$ cat config.mk
export PLATFORM = sky130hd
export DESIGN_NAME = swclk_src_sel
export DESIGN_NICKNAME = d
export VERILOG_FILES = /design/src/rtl/swsel_pkg.sv /design/src/rtl/swsel_sync.sv /design/src/rtl/swsel_activity.sv /design/src/rtl/swsel_divider.sv /design/src/rtl/swclk_src_sel.sv
export SDC_FILE = /design/constraint.sdc
export NUM_CORES = 1
export LEC_CHECK = 0
export BUFFER_PORTS_ARGS = -buffer_cell sky130_fd_sc_hd__buf_4
export CAP_MARGIN = 25
export CORE_ASPECT_RATIO = 0.7
export CORE_MARGIN = 3
export CORE_UTILIZATION = 53
export CTS_CLUSTER_DIAMETER = 150
export DETAILED_ROUTE_END_ITERATION = 10
export PLACE_DENSITY = 0.77
export SLEW_MARGIN = 20
export SYNTH_ARGS = -nofsm -noshare
export SYNTH_HDL_FRONTEND = slang
export SYNTH_HIERARCHICAL = 1
export SYNTH_SLANG_ARGS = --single-unit
$ cat constraint.sdc
create_clock -name clk -period 1.6 [get_ports clk]
set_input_delay 0.16 -clock clk [delete_from_list [all_inputs] [get_ports clk]]
set_output_delay 0.16 -clock clk [all_outputs]
set_load 0.02 [all_outputs]
$ cat src/rtl/swsel_pkg.sv
package swsel_pkg;
    typedef enum logic [1:0] {
        ST_INTERNAL = 2'd0,
        ST_ARMED    = 2'd1,
        ST_EXTERNAL = 2'd2
    } sel_state_e;
endpackage

$ cat src/rtl/swsel_sync.sv
module swsel_sync #(
    parameter int STAGES = 2
) (
    input  logic clk,
    input  logic rst_n,
    input  logic pin,
    output logic lvl,
    output logic any_edge,
    output logic rise
);
    localparam int LEN = STAGES + 1;
    logic [LEN-1:0] chain;

    always_ff @(posedge clk or negedge rst_n) begin
        if (!rst_n) chain <= '0;
        else        chain <= {chain[LEN-2:0], pin};
    end

    // chain[STAGES-1] is the synchronized level, chain[STAGES] its delayed copy
    assign lvl      = chain[STAGES-1];
    assign any_edge = chain[STAGES-1] ^ chain[STAGES];
    assign rise     = chain[STAGES-1] & ~chain[STAGES];
endmodule

$ cat src/rtl/swsel_activity.sv
module swsel_activity #(
    parameter int WIN   = 64,
    parameter int EDGES = 4,
    parameter int IDLE  = 64
) (
    input  logic clk,
    input  logic rst_n,
    input  logic osc,
    input  logic any_edge,
    input  logic hunting,
    output logic found,
    output logic lost
);
    localparam int WW = (WIN  > 1) ? $clog2(WIN)       : 1;
    localparam int EW = $clog2(EDGES + 1);
    localparam int IW = (IDLE > 1) ? $clog2(IDLE)      : 1;

    logic [WW-1:0] win_cnt;
    logic [EW-1:0] edge_cnt;
    logic [IW-1:0] idle_cnt;
    logic          win_end;

    assign win_end = osc && (win_cnt == WW'(WIN - 1));
    assign found   = hunting && any_edge && (edge_cnt == EW'(EDGES - 1));
    assign lost    = !hunting && osc && !any_edge && (idle_cnt == IW'(IDLE - 1));

    // edge counting inside fixed windows while hunting for a clock
    always_ff @(posedge clk or negedge rst_n) begin
        if (!rst_n) begin
            win_cnt  <= '0;
            edge_cnt <= '0;
        end else if (!hunting || found || win_end) begin
            win_cnt  <= '0;
            edge_cnt <= '0;
        end else begin
            win_cnt  <= win_cnt + WW'(osc);
            edge_cnt <= edge_cnt + EW'(any_edge);
        end
    end

    // quiet-time counter while a clock is believed present
    always_ff @(posedge clk or negedge rst_n) begin
        if (!rst_n)                      idle_cnt <= '0;
        else if (hunting || lost)        idle_cnt <= '0;
        else if (any_edge)               idle_cnt <= '0;
        else                             idle_cnt <= idle_cnt + IW'(osc);
    end
endmodule

$ cat src/rtl/swsel_divider.sv
module swsel_divider #(
    parameter int DIV = 22,
    localparam int CW = $clog2(DIV)
) (
    input  logic          clk,
    input  logic          rst_n,
    input  logic          ev,
    output logic          tc,
    output logic [CW-1:0] cnt
);
    assign tc = ev && (cnt == CW'(DIV - 1));

    always_ff @(posedge clk or negedge rst_n) begin
        if (!rst_n)  cnt <= '0;
        else if (tc) cnt <= '0;
        else if (ev) cnt <= cnt + 1'b1;
    end
endmodule

$ cat src/rtl/swclk_src_sel.sv
module swclk_src_sel
    import swsel_pkg::*;
#(
    parameter int DIV         = 22,
    parameter int SYNC_STAGES = 2,
    parameter int WIN         = 64,
    parameter int EDGES       = 4,
    parameter int IDLE        = 64
) (
    input  logic clk,
    input  logic rst_n,
    input  logic osc_pulse,
    input  logic sync_pin,
    output logic sw_tick,
    output logic pfm_en,
    output logic pwm_only
);
    localparam int CW = $clog2(DIV);

    sel_state_e    state_q, state_d;
    logic          pin_lvl, pin_edge, pin_rise;
    logic          found, lost, src_ev, div_tc;
    logic [CW-1:0] div_cnt;

    swsel_sync #(.STAGES(SYNC_STAGES)) u_sync (
        .clk(clk), .rst_n(rst_n), .pin(sync_pin),
        .lvl(pin_lvl), .any_edge(pin_edge), .rise(pin_rise)
    );

    swsel_activity #(.WIN(WIN), .EDGES(EDGES), .IDLE(IDLE)) u_act (
        .clk(clk), .rst_n(rst_n), .osc(osc_pulse), .any_edge(pin_edge),
        .hunting(state_q == ST_INTERNAL), .found(found), .lost(lost)
    );

    assign src_ev = (state_q == ST_EXTERNAL) ? pin_rise : osc_pulse;

    swsel_divider #(.DIV(DIV)) u_div (
        .clk(clk), .rst_n(rst_n), .ev(src_ev), .tc(div_tc), .cnt(div_cnt)
    );

    always_comb begin
        state_d = state_q;
        unique case (state_q)
            ST_INTERNAL: if (found) state_d = ST_ARMED;
            ST_ARMED: begin
                if (lost)        state_d = ST_INTERNAL;
                else if (div_tc) state_d = ST_EXTERNAL;
            end
            ST_EXTERNAL: if (lost) state_d = ST_INTERNAL;
            default:     state_d = ST_INTERNAL;
        endcase
    end

    always_ff @(posedge clk or negedge rst_n) begin
        if (!rst_n) state_q <= ST_INTERNAL;
        else        state_q <= state_d;
    end

    always_ff @(posedge clk or negedge rst_n) begin
        if (!rst_n) sw_tick <= 1'b0;
        else        sw_tick <= div_tc;
    end

    always_comb begin
        pwm_only = (state_q != ST_INTERNAL) || pin_lvl;
        pfm_en   = !pwm_only;
    end
endmodule

# --- Word-level counts from Yosys, hierarchy flattened ---
# Cells that the tools add are included.
word_totals:
  register_bits: 26
  out_inout_bits: 3
classes:
  n_eq_ne: 9
  n_reduce_logical: 18
  add_sub_neg: 4
  bitwise_logic: 3
  muxes: 12
op_table:
  columns: ["operator", "count"]
  rows:
  - ["$mux W6", 3]
  - ["$add A6 B1 Y6", 2]
  - ["$eq A6 B6 Y1 const B", 2]
  - ["$mux W5", 2]
  - ["$mux W2", 4]
  - ["$logic_and A1 B1 Y1", 7]
  - ["$pmux W2 S3", 1]
  - ["$add A5 B1 Y5 const B", 1]
  - ["$eq A5 B5 Y1 const B", 1]
  - ["$logic_or A1 B1 Y1", 4]
  - ["$reduce_bool A2 Y1", 2]
  - ["$add A3 B1 Y3", 1]
  - ["$eq A3 B2 Y1 const B", 1]
  - ["$logic_not A1 Y1", 3]
  - ["$mux W3", 1]
  - ["$ne A3 B2 Y1 const B", 1]
  - ["$reduce_and A3 Y1", 1]
  - ["$eq A2 B1 Y1 const B", 1]
  - ["$eq A2 B2 Y1 const B", 1]
  - ["$logic_not A2 Y1", 1]
  - ["$ne A2 B1 Y1 const B", 1]
  - ["$ne A2 B2 Y1 const B", 1]
  - ["$and A1 B1 Y1", 1]
  - ["$mux W1", 1]
  - ["other kinds (2)", 2]

# --- Logic depth before layout (Yosys ltp) ---
logic_depth:
  word_depth: 7
  depth_mapped: 8
  ltp_nobuf: 7

# --- Modules after synthesis ---
# Netlist, hierarchy kept.
modules_own_cells:
  columns: ["mod", "cells_per_inst", "seq_area_each_um2", "instances", "area_per_inst_um2"]
  rows:
  - ["swsel_activity", 72, 375.4, 1, 769.5]
  - ["swsel_divider", 27, 125.1, 1, 284.0]
  - ["swclk_src_sel", 12, 75.1, 1, 143.9]
  - ["swsel_sync", 6, 75.1, 1, 95.1]

# --- Least setup slack after synthesis ---
# Ideal clock, no wire load.
synth_path:
  kind: "flip-flop to flip-flop"
  start: "reg u_sync.chain[1]"
  end: "reg state_q[0]"
  slack_ps: -4
  path_stages_with_launch: 7
  period_less_slack_ps: 1604
  setup_ps: 118
  t_arrival_ps: 1486
  path_cell_list: "dfrtp_1 > ha_1 > inv_1 > or2_1 > nor4_1 > nor4b_1 > a21o_1"
synth_via:
  elab_chain_cells: 6
  elab_cells_between_ends: 15
  cone_classes: "eq/ne (3); mux (3); bitwise (2); reduce/logical (7)"
synth_lines:
  columns: ["item", "line", "source"]
  rows:
  - ["start: declaration", "swsel_sync.sv:12", "logic [LEN-1:0] chain;"]
  - ["start signal: assignment", "swsel_sync.sv:16", "else chain <= {chain[LEN-2:0], pin};"]
  - ["$xor A1 B1 Y1 (*)", "swsel_sync.sv:21", "assign any_edge = chain[STAGES-1] ^ chain[STAGES];"]
  - ["net pin_edge", "swclk_src_sel.sv:21", "logic pin_lvl, pin_edge, pin_rise;"]
  - ["$logic_not A1 Y1 (*)", "swsel_activity.sv:25", "assign lost = !hunting && osc && !any_edge && (idle_cnt == IW'(IDLE - 1));"]
  - ["$logic_and A1 B1 Y1 (*) (2 in a row)", "swsel_activity.sv:25", null]
  - ["net lost", "swclk_src_sel.sv:22", "logic found, lost, src_ev, div_tc;"]
  - ["$ne A3 B2 Y1 (no source line) (tied with other cells)", null, null]
  - ["$reduce_and A3 Y1 (no source line) / $pmux W2 S3 (equally long branches)", null, null]
  - ["end signal: assignment", "swclk_src_sel.sv:56", "else state_q <= state_d;"]
  - ["end: declaration", "swclk_src_sel.sv:20", "sel_state_e state_q, state_d;"]
# The timed path passes the listed nets; every way through them passes the cells marked *.
# A chain may end at the register's enable or synchronous reset.

# --- Worst setup path in the final report ---
# Same ends and word-level chain as after synthesis.

==> results.md <==
* Worst skew pair latency at 320 ps
* Total gr overflow at 0
* Max cap viols at 0
* Post-DR vias/cell at 5.43
* CP Capture Type: register
* R2r setup slk at 30 ps
* Fin crit share at 98.2%
* Top-count cell post-synth: dfrtp_1
* CTS Buffer Depth at 2
* DRT Wirelength at 2330 microns
* Setup crit start kind: register
* Top achievable clock speed at 636 MHz
* Crit path kind: reg2reg
* Finished Cell Area at 0.00153 sq mm
* Hold path cells at 3
* Core footprint at 0.00222 sq mm
* Status: finished clean
* Hold Path Sink: u_act/idle_cnt[0]$_DFF_PN0_
* Synth top area cells: dfrtp_1, ha_1, and2_1
* Crit-path cells: ha_1, inv_2, or2_1, nor4_2, nor4b_1, a21o_1
* Num CTS Buffers at 3
* Hold wc startpoint: osc_pulse
* Placed instance count at 159
* H-tree level count at 1
* Critical Path Stages at 6
* Yosys warns at 6
* Asr flop ratio synth at 100%
* Routed length per instance at 13.8 microns
* Hpwl dp at 1610 microns
* Synthesized area at 0.00129 sq mm
* Largest net degree at the start of global routing at 27
* Fin util at 68.6%
* Initial antenna violation count at 0
* Filler Cell Count at 162
* DR vias at 918
* Initial Util at 58.1%
* Final hold violation count at 0
* Reg2reg path depth at 6
* Routability cong. at 0.818
* Multi-input gate area at 623 sq um
* Post-Place Cell Area at 0.00141 sq mm
* Worst slew pin tran at 323 ps
* Fin nets at 151
* CP Data Arrival Time at 1800 ps
* Cell taking the most area after synthesis: dfrtp_1
* Yosys reg bits at 26
* # clock sinks at 26
* Synthesized instance count at 117
* Vias in the first global route at 852
* Cell variety after synth at 38
* Leak at 0.728 nW
* Antenna-violating nets left at 0
* Sequential share of the synthesized area at 50.3%
* Share of layout cells above drive strength 1 at 21.2%
* Max Clock Skew at 6.41 ps
* Gr usage total at 17.1%
* Final Max Tran Viols at 0
* Tmin final at 1570 ps
* Worst Path Required at 1830 ps
* Die W at 65.0 microns
* Crit-path slowest cell: dfrtp_1
* Mean post-synth cell area at 11.0 sq um
* CTS tree: done
* Overall Power at 1.49 mW
* Clock root buffer: clkbuf_4
* Worst path max stage delay at 430 ps
* Drt first pass iters at 4
* Clk slew on worst S/H paths at 140 ps
* Setup_tns at 0 ps
* Peak supply drop at 466 uV
* Synth top area share at 50.3%
* Worst reg2reg path endpoint: state_q[0]$_DFFE_PN0P_
* Critical path's top delay family: simple AND/OR/NAND/NOR gates
* Area growth, synth to finish at 18.0%
* Row Count at 14
* RSZ-0062 raised after global routing: true
* First-pass GRT wire length at 3890 microns
* DRT iter0 DRCs at 75
* # IOs at 7
* Final setup vio count at 0
* DRC at 0
* List of most frequent post-synthesis cells: dfrtp_1, ha_1, nor2_1
* Worst Hold Class: in2reg
* Register Area at 651 sq um
* ANT cells at 0
* Net Count, Synth at 130
* Die Y at 47.3 microns
* Reg-to-Reg Start: u_sync/chain[1]$_DFF_PN0_
* Crit Path Max Fanout at 3
* EDFF count, synth at 0
* Pwr Density at 975 mW/mm^2
* Slew margin rel. at 78.5%
* Port Buffers at 6
* Die area at 0.00308 sq mm
* Buf+Inv Stages, Crit Path at 1
* Top FF cell, synth: dfrtp_1
* Finished Layout Cells at 169
==> layout make-up <==
| class | instances | area share [%] |
|---|---|---|
| sequential | 26 | 42.7 |
| multi-input combinational | 84 | 40.9 |
| timing repair buffer | 17 | 8.94 |
| tap | 32 | 2.63 |
| clock inverter | 1 | 1.97 |
| clock buffer | 3 | 1.48 |
| inverter | 6 | 1.48 |
==> sequential cells by signal, indices dropped and copies added, names as in the netlist <==
| name | flops |
|---|---|
| u_act/edge_cnt | 3 |
| state_q | 2 |
| u_div/cnt | 5 |
| u_sync/chain | 3 |
| u_act/idle_cnt | 6 |
| sw_tick | 1 |
| u_act/win_cnt | 6 |
==> where the power goes <==
part           total, mW  internal [mW]  switching (mW)
logic              0.229          0.114           0.114
registers          0.814          0.728          0.0863
clock network      0.444          0.253           0.191
==> how the worst max path moves through the flow <==
stage / endpoint / slack (ps) / startpoint
6_report: state_q[0]$_DFFE_PN0P_ / 30 / u_sync/chain[1]$_DFF_PN0_
3_5_place_dp: state_q[0]$_DFFE_PN0P_ / -40 / u_sync/chain[1]$_DFF_PN0_
5_1_grt: state_q[1]$_DFFE_PN0P_ / -100 / state_q[0]$_DFFE_PN0P_
2_1_floorplan: state_q[0]$_DFFE_PN0P_ / 40 / u_sync/chain[1]$_DFF_PN0_
3_3_place_gp: state_q[0]$_DFFE_PN0P_ / 50 / u_sync/chain[1]$_DFF_PN0_
4_1_cts: state_q[1]$_DFFE_PN0P_ / 10 / state_q[0]$_DFFE_PN0P_
==> through the flow <==
| stage | hold slack (ps) | worst slack, ps |
|---|---|---|
| after floorplan | -136 | 41.0 |
| after global placement | 82.4 | 51.4 |
| after detailed placement | 82.2 | -42.5 |
| after CTS | 209 | 10.3 |
| after global routing | 238 | -95.6 |
| final | 223 | 28.1 |
==> placed cells by master (no fill, tap or decap), types with 3 or more instances in the layout <==
cell	n
nand2b_1	5
and2_1	7
nand2_1	7
buf_4	14
a31oi_1	4
xor2_1	4
nand3_1	4
ha_1	7
clkbuf_4	3
a311oi_1	3
nor2_1	9
nand4_1	3
dfrtp_1	26
inv_1	4
==> cells by family after synthesis <==
| kind of cell | synth area share (%) |
|---|---|
| flip-flops | 50.3 |
| buffers and inverters | 2.32 |
| AO/OA/AOI/OAI | 10.6 |
| XOR/XNOR | 4.07 |
| adder cells (fa/ha/maj) | 8.71 |
| AND/OR/NAND/NOR | 22.1 |
| multiplexers | 1.94 |
==> repair_timing <==
item | in CTS | in global routing
setup buffers | 0 | 4
hold buffers | 2 | 0
endpoints found under the hold margin | 27 | 0
endpoints found under the setup margin | 3 | 6
pin swaps | 2 | 5
gates resized for setup | 2 | 3
==> per-layer routing <==
metal | vias up | track usage [%] | share of wire (%)
met3 | 4 | 5.02 | 4.0
met4 | 0 | 6.20 | 1.0
met5 | - | 0 | 0
met1 | 429 | 23.1 | 50
li1 | 465 | - | -
met2 | 20 | 26.6 | 45
==> worst min-delay path, stage by stage <==
cell and delay, ps:
buf_4 130, ha_1 130, and2_1 110
No activity file was read; power rests on OpenSTA's default activity.
